**config.mk**
```make
export PLATFORM = sky130hd
export DESIGN_NAME = sdd_display
export DESIGN_NICKNAME = d
export VERILOG_FILES = /design/src/rtl/sdd_pkg.sv /design/src/rtl/sdd_hold_reg.sv /design/src/rtl/sdd_b2d.sv /design/src/rtl/sdd_scan.sv /design/src/rtl/sdd_display.sv
export SDC_FILE = /design/constraint.sdc
export NUM_CORES = 1
export LEC_CHECK = 0
export BUFFER_PORTS_ARGS = -buffer_cell sky130_fd_sc_hd__buf_2
export CAP_MARGIN = 20
export CELL_PAD_IN_SITES_DETAIL_PLACEMENT = 0
export CELL_PAD_IN_SITES_GLOBAL_PLACEMENT = 2
export CORE_ASPECT_RATIO = 1.25
export CORE_MARGIN = 3
export CORE_UTILIZATION = 35
export DETAILED_ROUTE_END_ITERATION = 16
export PLACE_DENSITY = 0.81
export SETUP_SLACK_MARGIN = 0.05
export SLEW_MARGIN = 20
export SYNTH_ARGS = -nofsm -noshare
export SYNTH_HDL_FRONTEND = slang
export SYNTH_SLANG_ARGS = --single-unit
export TNS_END_PERCENT = 50
```
**constraint.sdc**
```tcl
create_clock -name clk -period 8.25 [get_ports clk]
set_input_delay 1.65 -clock clk [delete_from_list [all_inputs] [get_ports clk]]
set_output_delay 1.65 -clock clk [all_outputs]
set_load 0.02 [all_outputs]
```
**src/rtl/sdd_pkg.sv**
```systemverilog
package sdd_pkg;

   // Glyph codes carried between conversion and scanning
   typedef enum logic [3:0] {
      GL_D0    = 4'd0,
      GL_D1    = 4'd1,
      GL_D2    = 4'd2,
      GL_D3    = 4'd3,
      GL_D4    = 4'd4,
      GL_D5    = 4'd5,
      GL_D6    = 4'd6,
      GL_D7    = 4'd7,
      GL_D8    = 4'd8,
      GL_D9    = 4'd9,
      GL_BLANK = 4'd10,
      GL_MINUS = 4'd11
   } glyph_t;

   // Number of decimal digits needed for an unsigned value of the given width
   function automatic int dec_digits(input int bits);
      longint unsigned m;
      int n;
      m = (64'd1 << bits) - 64'd1;
      n = 1;
      for (int i = 0; i < 20; i++) begin
         if (m >= 64'd10) begin
            m = m / 64'd10;
            n++;
         end
      end
      return n;
   endfunction

   // Active-high segment pattern, bit0 = a ... bit6 = g
   function automatic logic [6:0] glyph_segs(input glyph_t g);
      logic [6:0] s;
      case (g)
         GL_D0:    s = 7'h3F;
         GL_D1:    s = 7'h06;
         GL_D2:    s = 7'h5B;
         GL_D3:    s = 7'h4F;
         GL_D4:    s = 7'h66;
         GL_D5:    s = 7'h6D;
         GL_D6:    s = 7'h7D;
         GL_D7:    s = 7'h07;
         GL_D8:    s = 7'h7F;
         GL_D9:    s = 7'h6F;
         GL_MINUS: s = 7'h40;
         default:  s = 7'h00;
      endcase
      return s;
   endfunction

endpackage

```
**src/rtl/sdd_hold_reg.sv**
```systemverilog
module sdd_hold_reg #(
   parameter int W = 8
) (
   input  logic         clk,
   input  logic         rst_n,
   input  logic         load_en,
   input  logic [W-1:0] d,
   output logic [W-1:0] q
);

   always_ff @(posedge clk) begin
      if (!rst_n)       q <= '0;
      else if (load_en) q <= d;
   end

   AST_LOAD_CAPTURE: assert property (@(posedge clk) disable iff (!rst_n)
      load_en |=> (q == $past(d))) else $error("load not captured");

   AST_HOLD_NO_LOAD: assert property (@(posedge clk) disable iff (!rst_n)
      !load_en |=> $stable(q)) else $error("value moved without load");

endmodule

```
**src/rtl/sdd_b2d.sv**
```systemverilog
module sdd_b2d
   import sdd_pkg::*;
#(
   parameter int DATA_W     = 8,
   parameter int NUM_DIGITS = 4
) (
   input  logic                      [DATA_W-1:0]     value,
   input  logic                                       signed_view,
   output glyph_t                    [NUM_DIGITS-1:0] glyphs
);

   localparam int BCD_W = 4 * NUM_DIGITS;

   logic              negative;
   logic [DATA_W-1:0] mag;
   logic [BCD_W-1:0]  bcd;

   // Sign handling: the same byte, reinterpreted only when signed view is set
   assign negative = signed_view & value[DATA_W-1];
   assign mag      = negative ? (~value + DATA_W'(1)) : value;

   // Shift-and-add-three binary to BCD
   always_comb begin
      bcd = '0;
      for (int b = DATA_W - 1; b >= 0; b--) begin
         for (int d = 0; d < NUM_DIGITS; d++) begin
            if (bcd[d*4 +: 4] >= 4'd5) bcd[d*4 +: 4] = bcd[d*4 +: 4] + 4'd3;
         end
         bcd = {bcd[BCD_W-2:0], mag[b]};
      end
   end

   // Leading-zero blanking and sign placement
   always_comb begin
      int msd;
      msd = 0;
      for (int d = 0; d < NUM_DIGITS; d++) begin
         if (bcd[d*4 +: 4] != 4'd0) msd = d;
      end
      for (int d = 0; d < NUM_DIGITS; d++) begin
         if (d <= msd)                   glyphs[d] = glyph_t'(bcd[d*4 +: 4]);
         else if (negative && d == msd + 1) glyphs[d] = GL_MINUS;
         else                            glyphs[d] = GL_BLANK;
      end
   end

endmodule

```
**src/rtl/sdd_scan.sv**
```systemverilog
module sdd_scan
   import sdd_pkg::*;
#(
   parameter int NUM_DIGITS     = 4,
   parameter int REFRESH_DIV    = 1024,
   parameter bit SEG_ACTIVE_LOW = 1'b0
) (
   input  logic                        clk,
   input  logic                        rst_n,
   input  glyph_t [NUM_DIGITS-1:0]     glyphs,
   output logic   [6:0]                seg_out,
   output logic   [NUM_DIGITS-1:0]     dig_en
);

   localparam int DIV_W = (REFRESH_DIV > 1) ? $clog2(REFRESH_DIV) : 1;
   localparam int IDX_W = (NUM_DIGITS > 1) ? $clog2(NUM_DIGITS) : 1;
   localparam logic [DIV_W-1:0] DIV_LAST = DIV_W'(REFRESH_DIV - 1);
   localparam logic [IDX_W-1:0] IDX_LAST = IDX_W'(NUM_DIGITS - 1);

   glyph_t [NUM_DIGITS-1:0] glyph_q;
   logic   [DIV_W-1:0]      div_cnt;
   logic   [IDX_W-1:0]      scan_idx;
   logic                    step;
   logic   [6:0]            seg_hi;

   assign step = (div_cnt == DIV_LAST);

   always_ff @(posedge clk) begin
      if (!rst_n) begin
         for (int i = 0; i < NUM_DIGITS; i++) glyph_q[i] <= GL_BLANK;
      end else begin
         glyph_q <= glyphs;
      end
   end

   always_ff @(posedge clk) begin
      if (!rst_n) begin
         div_cnt  <= '0;
         scan_idx <= '0;
      end else if (step) begin
         div_cnt  <= '0;
         scan_idx <= (scan_idx == IDX_LAST) ? '0 : scan_idx + IDX_W'(1);
      end else begin
         div_cnt  <= div_cnt + DIV_W'(1);
      end
   end

   for (genvar g = 0; g < NUM_DIGITS; g++) begin : g_en
      assign dig_en[g] = (scan_idx == IDX_W'(g));
   end

   assign seg_hi = glyph_segs(glyph_q[scan_idx]);

   if (SEG_ACTIVE_LOW) begin : g_pol_low
      assign seg_out = ~seg_hi;
   end else begin : g_pol_high
      assign seg_out = seg_hi;
   end

   AST_ONE_DIGIT_ON: assert property (@(posedge clk) disable iff (!rst_n)
      $countones(dig_en) == 1) else $error("digit enable not one-hot");

   AST_SCAN_DWELL: assert property (@(posedge clk) disable iff (!rst_n)
      !step |=> $stable(dig_en)) else $error("digit moved early");

   AST_SCAN_WRAP: assert property (@(posedge clk) disable iff (!rst_n)
      (step && dig_en[NUM_DIGITS-1]) |=> dig_en[0]) else $error("scan did not wrap");

endmodule

```
**src/rtl/sdd_display.sv**
```systemverilog
module sdd_display
   import sdd_pkg::*;
#(
   parameter int DATA_W         = 8,
   parameter int NUM_DIGITS     = 4,
   parameter int REFRESH_DIV    = 1024,
   parameter bit SEG_ACTIVE_LOW = 1'b0
) (
   input  logic                  clk,
   input  logic                  rst_n,
   input  logic [DATA_W-1:0]     bus_data,
   input  logic                  load_en,
   input  logic                  signed_view,
   output logic [DATA_W-1:0]     held_value,
   output logic [6:0]            seg_out,
   output logic [NUM_DIGITS-1:0] dig_en
);

   localparam int NEED_DIGITS = dec_digits(DATA_W) + 1;

   initial begin
      assert (NUM_DIGITS >= NEED_DIGITS) else $error("too few digits for DATA_W");
      assert (REFRESH_DIV >= 1) else $error("REFRESH_DIV must be positive");
      assert (DATA_W >= 2) else $error("DATA_W too small");
   end

   glyph_t [NUM_DIGITS-1:0] glyphs;
   logic   [NUM_DIGITS-1:0] minus_hit;

   sdd_hold_reg #(.W(DATA_W)) u_reg (
      .clk     (clk),
      .rst_n   (rst_n),
      .load_en (load_en),
      .d       (bus_data),
      .q       (held_value)
   );

   sdd_b2d #(.DATA_W(DATA_W), .NUM_DIGITS(NUM_DIGITS)) u_b2d (
      .value       (held_value),
      .signed_view (signed_view),
      .glyphs      (glyphs)
   );

   sdd_scan #(
      .NUM_DIGITS     (NUM_DIGITS),
      .REFRESH_DIV    (REFRESH_DIV),
      .SEG_ACTIVE_LOW (SEG_ACTIVE_LOW)
   ) u_scan (
      .clk     (clk),
      .rst_n   (rst_n),
      .glyphs  (glyphs),
      .seg_out (seg_out),
      .dig_en  (dig_en)
   );

   for (genvar g = 0; g < NUM_DIGITS; g++) begin : g_minus
      assign minus_hit[g] = (glyphs[g] == GL_MINUS);
   end

   AST_NO_SIGN_UNSIGNED: assert property (@(posedge clk) disable iff (!rst_n)
      !signed_view |-> (minus_hit == '0)) else $error("minus in unsigned view");

   AST_SIGN_WHEN_NEG: assert property (@(posedge clk) disable iff (!rst_n)
      (signed_view && held_value[DATA_W-1]) |-> (minus_hit != '0)) else $error("missing minus");

   AST_SINGLE_SIGN: assert property (@(posedge clk) disable iff (!rst_n)
      $countones(minus_hit) <= 1) else $error("more than one minus");

   AST_UNITS_SHOWN: assert property (@(posedge clk) disable iff (!rst_n)
      glyphs[0] != GL_BLANK && glyphs[0] != GL_MINUS) else $error("units digit blank");

endmodule

```
==> impl_metrics.ini <==
[synthesis]
yosysSeqAreaShare = 0.269
syn_inst = 298
async_reset_ff_frac = 0
ys_seq_elements = 33
synth_cell_types = 63
syn_avg_cell_area_sq_um = 8.24
ys.warnings.count = 0
synth-edff-count = 0
ys.flop_type = dfxtp_1
synth_fp_nets = 330
synth_area_sq_mm = 0.00246

[floorplanning]
rows = 33
dieArea_sq_mm = 0.00806
die_h_um = 99.7
initial_utilization = 0.367
io_pins = 31
die_w_um = 80.9
core_sq_mm = 0.00669

[sta]
fin_crit_sh = 0.813
fin_skew_ns = 0.00524
fmax_mhz = 149
final.setup.tns_ns = 0
hold_viol_final = 0
relSlewSlack = 0.621
rsz0062_at_grt = no
report.final.setup_viol = 0
min_period_ns = 6.71
drv_slew = 0
worst_pin_slew_ns = 0.566

[clock_tree]
holdBufCountCts = 0
clock_path_buffers = 2
insertion_delay_ns = 0.27
cts_resized = 0
htreeDepth = 2
clkTransAtPathRegs_ns = 0.06
numCtsBuffers = 5
cts_setup_buffers = 0
root_buffer = clkbuf_8
clock_sinks = 33
cts_tree = yes

[grt]
grt_use_total = 0.146
grt_pass1_vias = 2072
grt_overflow_total = 0
grt_max_degree = 17
antenna_found_initial = 0
grt_pass1_wl_um = 9470

[drt]
vias = 2141
drtPass1Iterations = 4
vias_per_cell = 5.18
postRouteAntennaNets = 0
wl_um = 5470
drt_iter0_drc = 56
drc = 0
avgRoutedWirePerCell_um = 13.2

[setup_path]
cp.arrival_ns = 6.87
cp_common_cell = inv_1
path_max_fanout = 10
crit_required_ns = 8.41
cpPeakStageDelay_ns = 0.44
crit_path_end_kind = flop
worstSetupPathType = in2reg
path_delay_family = compound AO/OA/AOI/OAI gates
start_kind = input pin
cp_slowest_cell = xnor2_1
crit_buf_inv = 6
reg2reg_depth = 28
worstSetupPathDepth = 27

[status]
outcome = finished clean

[layout]
fin_nets = 358
drive_gt1_frac = 0.163
num_antenna_cells = 0
final_area_sq_mm = 0.00275
final_core_util = 0.412
mostFrequentLayoutCells = nor2_1 (44), dfxtp_1 (33), buf_2 (30)
multiInputGateArea_sq_mm = 0.00166
layout.cells.most_common = nor2_1
nFillCells = 702
syn2layout_area_growth_pct = 12.1
regArea_sq_um = 661

[job]
maxCapViolCount = 0

[worst_hold_path]
hold_path_class = reg2reg
min_path_cells = 1

[placed_design]
place.gp.congestion = 0.759
io_buffers = 30
dpl_cell_area_sq_mm = 0.00267
dp_hpwl_um = 4360

[power]
powerDensity_mw_per_mm2 = 234
power.leakage_nw = 1.23
ir_worst_vdd_mv = 0.0839
==> per-layer routing <==
metal  up-vias  track usage  wire, um
met2        25        0.259      2750
met4         0       0.0598       115
li1       1108            -         -
met3         9       0.0199       102
met5         -            0         0
met1       999        0.174      2500
==> kinds of logic after synthesis <==
kind of cell,count (synthesis),synth area share
AO/OA/AOI/OAI,73,0.212
XOR/XNOR,16,0.0571
adder cells (fa/ha/maj),20,0.102
buffers and inverters,32,0.0545
flip-flops,33,0.269
multiplexers,21,0.105
other,1,0.00153
AND/OR/NAND/NOR,102,0.199
==> registers in the layout (all words and copies together), names as in the netlist <==
name	flops
u_scan.glyph_q	13
u_scan.div_cnt	10
u_scan.scan_idx	2
u_reg.q	8
==> path summary, 6_finish.rpt <==
path | start | endpoint | slack [ns]
min reg2reg | u_scan.div_cnt[0]$_SDFF_PP0_ | u_scan.div_cnt[0]$_SDFF_PP0_ | 0.46
max reg2reg | u_reg.q[0]$_SDFFE_PN0P_ | u_scan.glyph_q[8]$_SDFF_PN0_ | 2.12
max | signed_view | u_scan.glyph_q[8]$_SDFF_PN0_ | 1.54
min | u_scan.div_cnt[0]$_SDFF_PP0_ | u_scan.div_cnt[0]$_SDFF_PP0_ | 0.46
==> cell usage after synthesis, types with 5 or more instances <==
cell type   n  area (sq um)
a211oi_1    5          37.5
a21oi_1    12          60.1
and3_1      7          43.8
clkbuf_1    5          18.8
dfxtp_1    33           661
ha_1       20           250
inv_1      23          86.3
mux2i_1    15           150
nand2_1    18          67.6
nand3_1     9          45.0
nor2_1     44           165
o211ai_1    5          37.5
o21ai_0    11          55.1
xnor2_1    11          96.3
xor2_1      5          43.8
==> metrics by stage <==
stage / hold WS, ns / setup WS, ns / instances / power, mW
global route: 0.496 / 0.986 / 413 / 0.703
finish: 0.460 / 1.54 / 413 / 0.643
global placement: 0.441 / 1.39 / 406 / 0.532
floorplan: 0.426 / 1.71 / 298 / 0.458
CTS: 0.462 / 1.56 / 413 / 0.651
detailed placement: 0.446 / 1.28 / 406 / 0.531
==> worst reg2reg max path: cells and delay by family (launching register included) <==
family	cells	cell delay, ns
AND/OR/NAND/NOR	7	1.13
AO/OA/AOI/OAI	8	1.79
flip-flops	1	0.49
multiplexers	1	0.21
XOR/XNOR	2	0.66
buffers and inverters	5	0.46
adder cells (fa/ha/maj)	5	1.30
==> layout make-up <==
type / instances / share of cell area
inverters: 23 / 0.0313
well taps: 87 / 0.0395
flip-flops and latches: 33 / 0.240
multi-input cells: 233 / 0.603
repair buffers: 30 / 0.0545
clock buffers: 7 / 0.0313
==> power breakdown <==
group / internal, mW / total (mW) / switching (mW)
logic: 0.134 / 0.336 / 0.203
clock network: 0.0660 / 0.117 / 0.0507
registers: 0.179 / 0.190 / 0.0109
No activity file was read; power rests on OpenSTA's default activity.
